### src/rtl/rbuf_pkg.sv
package rbuf_pkg;

    typedef enum logic {
        MK_WAIT_REARM = 1'b0,
        MK_ARMED      = 1'b1
    } mark_state_e;

endpackage

### src/rtl/rbuf_level.sv
module rbuf_level #(
    parameter int ADDR_W = 31
) (
    input  logic [ADDR_W-1:0] base_a,
    input  logic [ADDR_W-1:0] end_a,
    input  logic [ADDR_W:0]   rd_p,
    input  logic [ADDR_W:0]   wr_p,
    output logic [ADDR_W:0]   size,
    output logic [ADDR_W:0]   level,
    output logic [ADDR_W:0]   free_sp,
    output logic              empty,
    output logic              full
);
    localparam int LVL_W = ADDR_W + 1;

    logic              lap_diff;
    logic              addr_eq;
    logic [ADDR_W-1:0] diff;
    logic [ADDR_W-1:0] adj;

    always_comb begin
        size     = {1'b0, end_a} - {1'b0, base_a} + LVL_W'(1);
        lap_diff = rd_p[ADDR_W] ^ wr_p[ADDR_W];
        addr_eq  = (rd_p[ADDR_W-1:0] == wr_p[ADDR_W-1:0]);
        empty    = addr_eq && !lap_diff;
        full     = addr_eq && lap_diff;
        diff     = wr_p[ADDR_W-1:0] - rd_p[ADDR_W-1:0];
        adj      = lap_diff ? (diff + size[ADDR_W-1:0]) : diff;
        level    = full ? size : {1'b0, adj};
        free_sp  = size - level;
    end

endmodule

### src/rtl/rbuf_step.sv
module rbuf_step #(
    parameter int ADDR_W = 31
) (
    input  logic [ADDR_W:0]   ptr,
    input  logic [ADDR_W:0]   step,
    input  logic [ADDR_W-1:0] end_a,
    input  logic [ADDR_W:0]   size,
    output logic [ADDR_W:0]   nxt
);
    logic [ADDR_W:0] sum;
    logic [ADDR_W:0] wrapped;

    always_comb begin
        sum     = {1'b0, ptr[ADDR_W-1:0]} + step;
        wrapped = sum - size;
        if (sum > {1'b0, end_a}) begin
            nxt = {~ptr[ADDR_W], wrapped[ADDR_W-1:0]};
        end else begin
            nxt = {ptr[ADDR_W], sum[ADDR_W-1:0]};
        end
    end

endmodule

### src/rtl/rbuf_mark_fsm.sv
module rbuf_mark_fsm
    import rbuf_pkg::*;
(
    input  logic clk,
    input  logic rst_n,
    input  logic rearm,
    input  logic cond,
    output logic fire
);
    mark_state_e state_q;
    mark_state_e state_d;

    always_ff @(posedge clk) begin
        if (!rst_n) begin
            state_q <= MK_WAIT_REARM;
        end else begin
            state_q <= state_d;
        end
    end

    always_comb begin
        state_d = state_q;
        unique case (state_q)
            MK_WAIT_REARM: if (rearm) state_d = MK_ARMED;
            MK_ARMED:      if (cond)  state_d = MK_WAIT_REARM;
            default:       state_d = MK_WAIT_REARM;
        endcase
    end

    always_comb begin
        fire = 1'b0;
        unique case (state_q)
            MK_WAIT_REARM: fire = 1'b0;
            MK_ARMED:      fire = cond;
            default:       fire = 1'b0;
        endcase
    end

endmodule

### src/rtl/rbuf_tracker.sv
module rbuf_tracker #(
    parameter int ADDR_W = 31,
    parameter int STEP_W = 16
) (
    input  logic              clk,
    input  logic              rst_n,
    input  logic              capture_mode,
    input  logic              base_we,
    input  logic [ADDR_W-1:0] base_wdata,
    input  logic              end_we,
    input  logic [ADDR_W-1:0] end_wdata,
    input  logic              mark_we,
    input  logic [ADDR_W-1:0] mark_wdata,
    input  logic              rdp_we,
    input  logic [ADDR_W:0]   rdp_wdata,
    input  logic              wrp_we,
    input  logic [ADDR_W:0]   wrp_wdata,
    input  logic              rearm,
    input  logic              adv_valid,
    input  logic [STEP_W-1:0] adv_bytes,
    output logic [ADDR_W:0]   rd_ptr,
    output logic [ADDR_W:0]   wr_ptr,
    output logic [ADDR_W:0]   fill_level,
    output logic              buf_empty,
    output logic              buf_full,
    output logic [ADDR_W-1:0] cur_offset,
    output logic              underflow,
    output logic              overflow,
    output logic              mark_evt
);
    localparam int PTR_W = ADDR_W + 1;
    localparam int NPTR  = 2;

    logic [ADDR_W-1:0] base_q;
    logic [ADDR_W-1:0] end_q;
    logic [ADDR_W-1:0] mark_q;
    logic [PTR_W-1:0]  ptr_q   [NPTR];
    logic [PTR_W-1:0]  ptr_nxt [NPTR];
    logic [PTR_W-1:0]  step_v  [NPTR];
    logic [PTR_W-1:0]  sw_data [NPTR];
    logic [NPTR-1:0]   sw_we;

    logic [PTR_W-1:0]  buf_size;
    logic [PTR_W-1:0]  free_space;
    logic [PTR_W-1:0]  avail;
    logic [PTR_W-1:0]  adv_ext;
    logic [PTR_W-1:0]  grant;
    logic              mark_cond;
    logic              underflow_q;
    logic              overflow_q;

    assign rd_ptr = ptr_q[0];
    assign wr_ptr = ptr_q[1];
    assign sw_we  = {wrp_we, rdp_we};
    assign sw_data[0] = rdp_wdata;
    assign sw_data[1] = wrp_wdata;

    rbuf_level #(.ADDR_W(ADDR_W)) u_level (
        .base_a  (base_q),
        .end_a   (end_q),
        .rd_p    (ptr_q[0]),
        .wr_p    (ptr_q[1]),
        .size    (buf_size),
        .level   (fill_level),
        .free_sp (free_space),
        .empty   (buf_empty),
        .full    (buf_full)
    );

    always_comb begin
        avail   = capture_mode ? free_space : fill_level;
        adv_ext = PTR_W'(adv_bytes);
        if (!adv_valid) begin
            grant = '0;
        end else if (adv_ext > avail) begin
            grant = avail;
        end else begin
            grant = adv_ext;
        end
    end

    for (genvar i = 0; i < NPTR; i++) begin : g_ptr
        localparam bit IS_WR = (i == 1);
        assign step_v[i] = (IS_WR == capture_mode) ? grant : '0;
        rbuf_step #(.ADDR_W(ADDR_W)) u_step (
            .ptr   (ptr_q[i]),
            .step  (step_v[i]),
            .end_a (end_q),
            .size  (buf_size),
            .nxt   (ptr_nxt[i])
        );
    end

    always_ff @(posedge clk) begin
        if (!rst_n) begin
            base_q      <= '0;
            end_q       <= '0;
            mark_q      <= '0;
            underflow_q <= 1'b0;
            overflow_q  <= 1'b0;
            for (int i = 0; i < NPTR; i++) begin
                ptr_q[i] <= '0;
            end
        end else begin
            if (base_we) base_q <= base_wdata;
            if (end_we)  end_q  <= end_wdata;
            if (mark_we) mark_q <= mark_wdata;
            for (int i = 0; i < NPTR; i++) begin
                if (sw_we[i]) begin
                    ptr_q[i] <= sw_data[i];
                end else if (step_v[i] != '0) begin
                    ptr_q[i] <= ptr_nxt[i];
                end
            end
            underflow_q <= adv_valid && !capture_mode && buf_empty;
            overflow_q  <= adv_valid && capture_mode && buf_full;
        end
    end

    assign underflow = underflow_q;
    assign overflow  = overflow_q;

    assign cur_offset = (capture_mode ? ptr_q[1][ADDR_W-1:0] : ptr_q[0][ADDR_W-1:0]) - base_q;
    assign mark_cond  = capture_mode ? (fill_level > {1'b0, mark_q})
                                     : (free_space > {1'b0, mark_q});

    rbuf_mark_fsm u_mark (
        .clk   (clk),
        .rst_n (rst_n),
        .rearm (rearm),
        .cond  (mark_cond),
        .fire  (mark_evt)
    );

endmodule

### config.mk
export PLATFORM = sky130hd
export DESIGN_NAME = rbuf_tracker
export DESIGN_NICKNAME = d
export VERILOG_FILES = /design/src/rtl/rbuf_pkg.sv /design/src/rtl/rbuf_level.sv /design/src/rtl/rbuf_step.sv /design/src/rtl/rbuf_mark_fsm.sv /design/src/rtl/rbuf_tracker.sv
export SDC_FILE = /design/constraint.sdc
export NUM_CORES = 1
export LEC_CHECK = 0
export BUFFER_PORTS_ARGS = -buffer_cell sky130_fd_sc_hd__buf_2
export CAP_MARGIN = 20
export CORE_MARGIN = 3
export CORE_UTILIZATION = 30
export CTS_CLUSTER_SIZE = 40
export DETAILED_ROUTE_END_ITERATION = 8
export PLACE_DENSITY = 0.49
export SYNTH_ARGS = -nofsm -noshare
export SYNTH_HDL_FRONTEND = slang
export SYNTH_SLANG_ARGS = --single-unit
### constraint.sdc
create_clock -name clk -period 38.5 [get_ports clk]
set_clock_uncertainty 0.1 [all_clocks]
set_input_delay 9.625 -clock clk [delete_from_list [all_inputs] [get_ports clk]]
set_output_delay 9.625 -clock clk [all_outputs]
set_load 0.03 [all_outputs]
## Word-level counts from Yosys, hierarchy flattened

Memory sizes are Yosys's and may differ from the RTL's.
Index checks and enable logic that the tools add are counted.

- Equal/unequal tests: 1
- $add $sub $neg: 10
- Bitwise operators: 8
- $lt $le $gt $ge: 5
- Reductions and logical operators: 10
- Multiplexer cells: 34

Operator list:

| cell | count |
|---|---|
| 32-bit two-way mux | 12 |
| 32-bit by 31-bit greater-than comparator with 1-bit output | 4 |
| 31-bit subtractor | 4 |
| 31-bit by 32-bit adder with 32-bit output | 2 |
| 32-bit nonzero test | 2 |
| 31-bit two-way mux | 2 |
| 32-bit by 1-bit adder with 32-bit output, second input constant | 1 |
| 16-bit by 32-bit greater-than comparator with 1-bit output | 1 |
| 31-bit by 31-bit subtractor with 32-bit output | 1 |
| 32-bit subtractor | 1 |
| 31-bit adder | 1 |
| 31-bit == test | 1 |
| 1-bit two-way mux | 18 |
| 1-bit logical AND | 6 |
| 1-bit OR | 4 |
| 1-bit case mux with 2 select lines | 2 |
| 1-bit inverter | 3 |
| 1-bit zero test | 2 |
| 1-bit bitwise XOR | 1 |

- Flip-flop bits (word level): 96
- Memories kept: 1
- Word-level logic and storage cells: 75
- Memory bits (writable): 64
- Input bits: 183
- Output and inout port bits: 132

Memory list:

| name | words | width | read ports | clocked after memory_dff | write ports | line | source |
|---|---|---|---|---|---|---|---|
| ptr_q | 2 | 32 | 2 | 0 | 2 | rbuf_tracker.sv:37 | `logic [PTR_W-1:0] ptr_q [NPTR];` |

## Longest topological paths before layout

Gate-level depths: netlist of the first run.

- Depth in word-level cells: 17
- Mapped depth: 78
- Mapped depth without buffers: 75

## Cells and area by module

From an unflattened synthesis of the first run, not the netlist that was laid out.

- Cells, all modules: 3642
- Area, all modules: 28179.5 µm²

By module, submodules not included:

| module | instances | cells an instance | area an instance (µm²) | sequential area each (µm²) |
|---|---|---|---|---|
| rbuf_tracker | 1 | 1142 | 10667.7 | 3823.7 |
| rbuf_level | 1 | 1242 | 8534.4 | 0.0 |
| rbuf_step at g_ptr[0].u_step | 1 | 630 | 4620.7 | 0.0 |
| rbuf_step at g_ptr[1].u_step | 1 | 623 | 4297.9 | 0.0 |
| rbuf_mark_fsm | 1 | 5 | 58.8 | 20.0 |

## Least setup slack after synthesis of the first run

Ideal clock, no wire load.

- Path kind: input -> output
- Start point: input capture_mode
- End point: output cur_offset[30]
- Slack: 13.393 ns
- Data required time: 28.775 ns
- Stages on the path: 26
- Arrival: 15.382 ns
- Buffers on the path: 5
- Cell sequence: clkbuf_1 clkbuf_1 clkbuf_1 buf_1 buf_1 mux2i_1 ha_1 fa_1 nor2b_1 o21ai_0 a21boi_0 o21ai_0 a21boi_0 o21ai_0 a21boi_0 o21ai_0 a2111oi_0 nor2_1 a2111oi_0 a2111o_1 a21o_1 a21oi_1 o211ai_1 a31o_2 a21oi_1 xnor2_1

- Cells in the longest elaborated chain, start to end: 2

Ends and longest elaborated chain:

| what | line | source |
|---|---|---|
| start, declared | rbuf_tracker.sv:7 | `input logic capture_mode,` |
| 31-bit two-way mux | rbuf_tracker.sv:123 | `assign cur_offset = (capture_mode ? ptr_q[1][ADDR_W-1:0] : ptr_q[0][ADDR_W-1:0]) - base_q;` |
| 31-bit subtractor | rbuf_tracker.sv:123 |  |
| end, declared | rbuf_tracker.sv:26 | `output logic [ADDR_W-1:0] cur_offset,` |

No other way between the ends.

## Final worst setup path of the first run

- Start point: input capture_mode
- End point: output cur_offset[29]

The elaborated chain is that of the path after synthesis.

==> flow_summary.yaml, run 1 <==
outcome:
  status: "finished clean"
sta:
  max_freq_ghz: 0.0389
  min_period_over_period_pct: 66.7
  relSlewSlack_pct: 26.3
  setup_violations: 0
  rsz0062_at_grt: "false"
  report.final.slew_viol_count: 0
  setup_ws_ns: 12.81
  hold_viol: 0
  tightestPinTransition_ns: 1.10
  period_needed_ns: 25.69
  tns_ns: 0
synthesis:
  netlist-cell-type-count: 89
  synthCells: 3292
  yosys_warnings: 0
  netlist.area_leader.share_pct: 21.6
  async_reset_ff_share_pct: 0
  yosys_register_bits: 160
  ys_top_cells_by_area: "ha_1, dfxtp_1, edfxtp_1"
  ys.flop_type: "dfxtp_1"
  seq_area_frac_synth_pct: 15.1
  yosys.area.top_type: "ha_1"
  syn-cell-area_um2: 25500
  synth_edf_count: 64
  avgSynthCellArea_um2: 7.75
place:
  gp_congestion: 0.940
  dp_hpwl_um: 86800
  io_buffers: 314
  place_ws_ns: 12.94
clock_network:
  postCtsSetupRepairBufs: 0
  clk-insertion-delay-late_ns: 0.52
  cts_buffer_depth: 2
  hold_buffers: 0
  numCtsBuffers: 17
  root_buffer: "clkbuf_16"
  cts_tree: "done"
  cts.reportedPaths.clkPinSlew_ns: 0.07
  cts_max_level: 4
  cts_resized: 0
  clock_sinks: 160
setup_path:
  critPathKind: "primary input to primary output"
  r2r_start: "end_q[1]$_SDFFE_PN0P_"
  start_kind: "primary input"
  endpoint_kind: "primary output"
  reg2reg_slack_ns: 20.54
  cp_max_fo: 104
  crit_required_ns: 28.78
  setup.worst_path.start: "capture_mode"
  r2r_cells: 62
  cp_data_arrival_time_ns: 15.97
  reg2reg_to: "ptr_q[1][26]$_DFFE_PP_"
drt:
  wl_per_cell_um: 21.5
  drt_wl_total_um: 102000
  remaining_drc_errors: 0
  dr_total_vias: 25200
  antenna_left: 0
  first_iter_violations: 2021
  vias_per_cell: 5.32
  drt_first_pass_iters: 6
global_route:
  grt_first_pass_wirelength_um: 148000
  antenna_found_initial: 5
  grt_pass1_vias: 24000
  grt.total_usage_pct: 22.2
  grt_overflow_total: 0
  grt_max_degree: 105
hold_path:
  holdPathStages: 2
  hold_class: "flop to flop"
  hold_end: "end_q[1]$_SDFFE_PN0P_"
  hp-start: "end_q[1]$_SDFFE_PN0P_"
floorplanning:
  dieArea_um2: 88600
  die_y_um: 298
  core-area_um2: 84000
  initial_core_util_pct: 30.4
  die_w_um: 298
  ios: 315
  rows: 106
final_layout:
  drive_gt1_share_pct: 11.8
  n_fill_cell: 9037
  most-common-layout-cells: "ha_1, buf_2, inv_1"
  syn_to_final_growth_pct: 13.8
  layout.cells.most_common: "ha_1"
  nets: 4212
power_and_ir_drop:
  p_sw_uw: 1590
  power.density_nw_per_um2: 95.9
  ir_drop_uv: 41.9
  internal_power_uw: 1200
  power.clock.fraction_pct: 6.7
  leakage_uw: 0.0136
  p_sw_share_pct: 56.9
  comb_power_share_pct: 85.2
  seq_power_share_pct: 8.1
flow_run:
  maxCapViolCount: 0
-- how the worst max path moves through the flow --
stage / to / slack [ns] / cells after the start
after floorplan: cur_offset[30] / 13.39 / 26
after global placement: cur_offset[30] / 12.93 / 23
after detailed placement: cur_offset[30] / 12.94 / 23
after CTS: cur_offset[30] / 12.90 / 23
after global routing: cur_offset[29] / 12.25 / 23
final: cur_offset[29] / 12.81 / 23
-- synthesized netlist by cell type, drive strengths merged (22+ instances only) --
master,instances
and3,31
edfxtp,64
a211oi,33
buf,24
o2bb2ai,31
xor2,83
a31oi,22
o21bai,23
o21a,50
nor2,247
nor4,24
clkbuf,68
nand2b,52
nor3,79
mux2i,109
nand2,211
o211ai,34
a21o,128
a21oi,266
nor2b,135
nand4,53
o21ai,221
xnor2,136
nand3,83
ha,440
or3,25
dfxtp,96
inv,269
a22o,33
-- worst max-delay path, stage by stage --
cell and delay (ns):
buf_4 0.75, o21a_1 0.24, inv_1 0.06, ha_1 0.26, nor2b_1 0.12, o21ai_0 0.09, a21boi_0 0.25, o21ai_0 0.15
a21boi_0 0.24, o21ai_0 0.15, a21boi_0 0.46, o21ai_0 0.27, a2111oi_0 0.71, a2111oi_0 0.19, nor3_1 0.50, a211oi_1 0.21
o21ai_0 0.44, a41o_1 0.27, nor4_1 0.07, o41ai_1 0.38, a21oi_1 0.14, xnor2_1 0.13, buf_2 0.21
-- final cells by class --
class / count / area [um2] / share of cell area [%]
diodes: 2 / 5.00 / 0.0172
flip-flops and latches: 160 / 3840 / 13.2
clock inverters: 14 / 150 / 0.517
well taps: 1134 / 1420 / 4.89
clock buffers: 18 / 429 / 1.48
multi-input cells: 2800 / 20500 / 70.5
repair buffers: 332 / 1710 / 5.90
inverters: 269 / 1010 / 3.48
-- metal layers --
metal | GRT usage [%] | wire length, um
met5 | 0 | 36
met1 | 31.1 | 48500
met3 | 3.45 | 6200
met4 | 6.76 | 2850
met2 | 34.8 | 44000
-- state kept, by name (all words and copies together), names as in the netlist --
name	flops
mark_q	31
overflow	1
underflow	1
u_mark.state_q	1
end_q	31
base_q	31
ptr_q	64
-- kinds of logic after synthesis --
group	synth area share, %
and+or+nand+nor	19.4
AOI/OAI and AO/OA	25.5
adders and majority gates	22.3
buffers and inverters	5.46
xor gates and xnor gates	7.52
DFF	15.1
muxes	4.69
other	0.0147
-- metrics by stage --
stage	instances	utilization (%)	hold WS (ns)	area (um2)	total power [uW]
finish	4729	34.6	0.422	29000	2780
global route	4727	34.6	0.437	29000	3070
CTS	4727	34.6	0.423	29000	2780
detailed placement	4695	33.9	0.407	28400	2580
global placement	4695	33.9	0.399	28400	2580
floorplan	3321	-	0.374	25600	1960
-- power by group through the flow --
stage          Clock [uW]  Combinational (uW)  Sequential, uW
6_report              186                2370             225
5_1_grt               196                2640             226
4_1_cts               192                2360             224
3_5_place_dp            0                2350             228
3_3_place_gp            0                2350             228
2_1_floorplan           0                1730             229
Note: power is estimated with default switching activity, not from simulation.
==> run 2, diff against run 1 <==
ABC_AREA = 1   (was unset)
clock period = 23.7 ns   (was 38.5 ns; I/O delays follow)
==> run 2 against run 1 <==
Net effect:
- final cell count grew 22%
- first-iteration DRC count grew 14%
- largest cell class unchanged
- critical path type unchanged
- flip-flop and latch count is the same
- sequential share of layout area shrank 0.76 points
- core utilization shrank 0.42 points
- global-route usage grew 1.3 points
- highest routed layer unchanged
==> flow_summary.yaml, run 2 <==
drt:
  antenna_left: 0
  wl_per_cell_um: 19.6
  drt_first_pass_iters: 6
  vias_per_cell: 5.07
  remaining_drc_errors: 0
  dr_total_vias: 29300
  drt_wl_total_um: 113000
  first_iter_violations: 2303
synthesis:
  syn-cell-area_um2: 27300
  netlist-cell-type-count: 63
  yosys_warnings: 0
  synth_edf_count: 64
  yosys_register_bits: 160
  ys.flop_type: "dfxtp_1"
  synth.most_common_cell: "nand2_1"
  yosys.area.top_type: "ha_1"
  avgSynthCellArea_um2: 6.36
  async_reset_ff_share_pct: 0
  synthTopCellsByCount: "nand2_1, inv_1, ha_1"
  seq_area_frac_synth_pct: 14.1
  netlist.area_leader.share_pct: 20.2
  ys_top_cells_by_area: "ha_1, nand2_1, inv_1"
  synthCells: 4298
outcome:
  status: "finished clean"
sta:
  min_period_over_period_pct: 68.7
  setup_violations: 0
  hold_viol: 0
  report.final.slew_viol_count: 0
  period_needed_ns: 16.29
  tns_ns: 0
  rsz0062_at_grt: "false"
  tightestPinTransition_ns: 1.04
  max_freq_ghz: 0.0614
  relSlewSlack_pct: 30.6
global_route:
  grt_use_met1_pct: 33.0
  grt_overflow_total: 0
  grt_first_pass_wirelength_um: 167000
  grt_pass1_vias: 28200
  grt_max_degree: 66
  met2_usage_pct: 37.0
  met3_usage_pct: 3.07
  grt.busiest_layer: "met2"
  antenna_found_initial: 5
  grt.total_usage_pct: 23.5
floorplanning:
  ios: 315
  core-area_um2: 90100
  initial_core_util_pct: 30.3
  rows: 110
  die_w_um: 308
  dieArea_um2: 94700
  die_y_um: 308
final_layout:
  layout.cells.most_common: "nand2_1"
  drive_gt1_share_pct: 11.9
  most-common-layout-cells: "nand2_1, inv_1, ha_1"
  syn_to_final_growth_pct: 12.7
  regMostFlops: "ptr_q"
  nets: 5216
  largest_reg_flops: 64
  n_fill_cell: 10100
hold_path:
  hp-start: "mark_q[25]$_SDFFE_PN0P_"
  hold_class: "flop to flop"
clock_network:
  cts_resized: 0
  cts_buffer_depth: 2
  hold_buffers: 0
  cts_max_level: 4
  clock_sinks: 160
  root_buffer: "clkbuf_16"
  numCtsBuffers: 17
  cts_tree: "done"
  clk-insertion-delay-late_ns: 0.53
  postCtsSetupRepairBufs: 0
  cts.reportedPaths.clkPinSlew_ns: 0.06
setup_path:
  cp_max_fo: 63
  start_kind: "primary input"
  cp_data_arrival_time_ns: 10.26
  setup.worst_path.start: "capture_mode"
  crit_required_ns: 17.67
  r2r_start: "base_q[1]$_SDFFE_PN0P_"
  endpoint_kind: "primary output"
  critPathKind: "primary input to primary output"
place:
  gp_congestion: 0.941
  dp_hpwl_um: 97600
  io_buffers: 314
flow_run:
  maxCapViolCount: 0
-- run 2: changes by cell type after synthesis, sizes merged, moves of 57 or more --
cell   delta
a21o    -117
a21oi   +166
inv     +382
mux2i    -97
nand2   +899
nand3   +166
nor2b   -135
o21ai   +109
xnor2    -57
-- run 2: layout make-up --
type	instances	area [um2]	area share [%]
Antenna cell	2	5.00	0.0163
Clock buffer	19	453	1.47
Clock inverter	13	166	0.541
Inverter	654	2450	7.97
Multi-Input combinational cell	3416	20700	67.1
Sequential cell	160	3840	12.5
Tap cell	1176	1470	4.78
Timing Repair Buffer	335	1730	5.63
-- run 2: worst paths after layout --
kind / cells after the start / endpoint / slack, ns
worst max-delay path: 26 / cur_offset[28] / 7.41
worst min-delay path: 2 / mark_q[25]$_SDFFE_PN0P_ / 0.40
worst max register to register: 74 / ptr_q[0][27]$_SDFFCE_PP0P_ / 8.19
worst min register to register: 2 / mark_q[25]$_SDFFE_PN0P_ / 0.40
-- run 2: cells by family after synthesis --
logic type                 Yosys count  synth area share [%]
xor gates and xnor gates           207                  6.64
AOI/OAI and AO/OA                  908                  18.4
buffers and inverters              751                  10.7
muxes                               12                 0.440
and+or+nand+nor                   1810                  28.9
DFF                                160                  14.1
other                                1                0.0137
adders and majority gates          449                  20.8
-- run 2: routing by layer --
| metal | share of wire [%] | wire [um] |
|---|---|---|
| met1 | 47 | 53600 |
| met2 | 43 | 48700 |
| met3 | 6.4 | 7230 |
| met4 | 3.1 | 3510 |
| met5 | 0.012 | 13 |
-- run 2: through the flow --
step                      util, %  instance area [um2]  hold slack [ns]  instances  setup WS [ns]
after floorplan                 -                27400            0.358       4327           7.31
after global placement       33.5                30200            0.395       5741           7.46
after detailed placement     33.5                30200            0.399       5741           7.30
after CTS                    34.1                30800            0.410       5773           7.44
after global routing         34.1                30800            0.423       5774           6.84
final                        34.1                30800            0.403       5775           7.41
-- run 2: worst max-delay path, stage by stage --
cell	delay, ns
buf_4	0.47
o21ai_0	0.21
ha_1	0.25
fa_1	0.44
inv_1	0.07
a21o_1	0.10
a21oi_1	0.09
o21ai_0	0.29
nand3_1	0.12
nand2_1	0.14
nand3_1	0.09
nand2_1	0.16
a21oi_1	0.12
inv_1	0.07
nand2_1	0.05
nand2_1	0.09
inv_1	0.08
nor3_1	0.14
nor2_1	0.13
inv_1	0.07
a21oi_1	0.09
o21ai_0	0.38
nand3_1	0.12
nand2_1	0.10
xor2_1	0.17
buf_2	0.23
Power of run 2 is not shown: default switching activity piles up to over one toggle a cycle in this logic, so the estimate is an artifact.
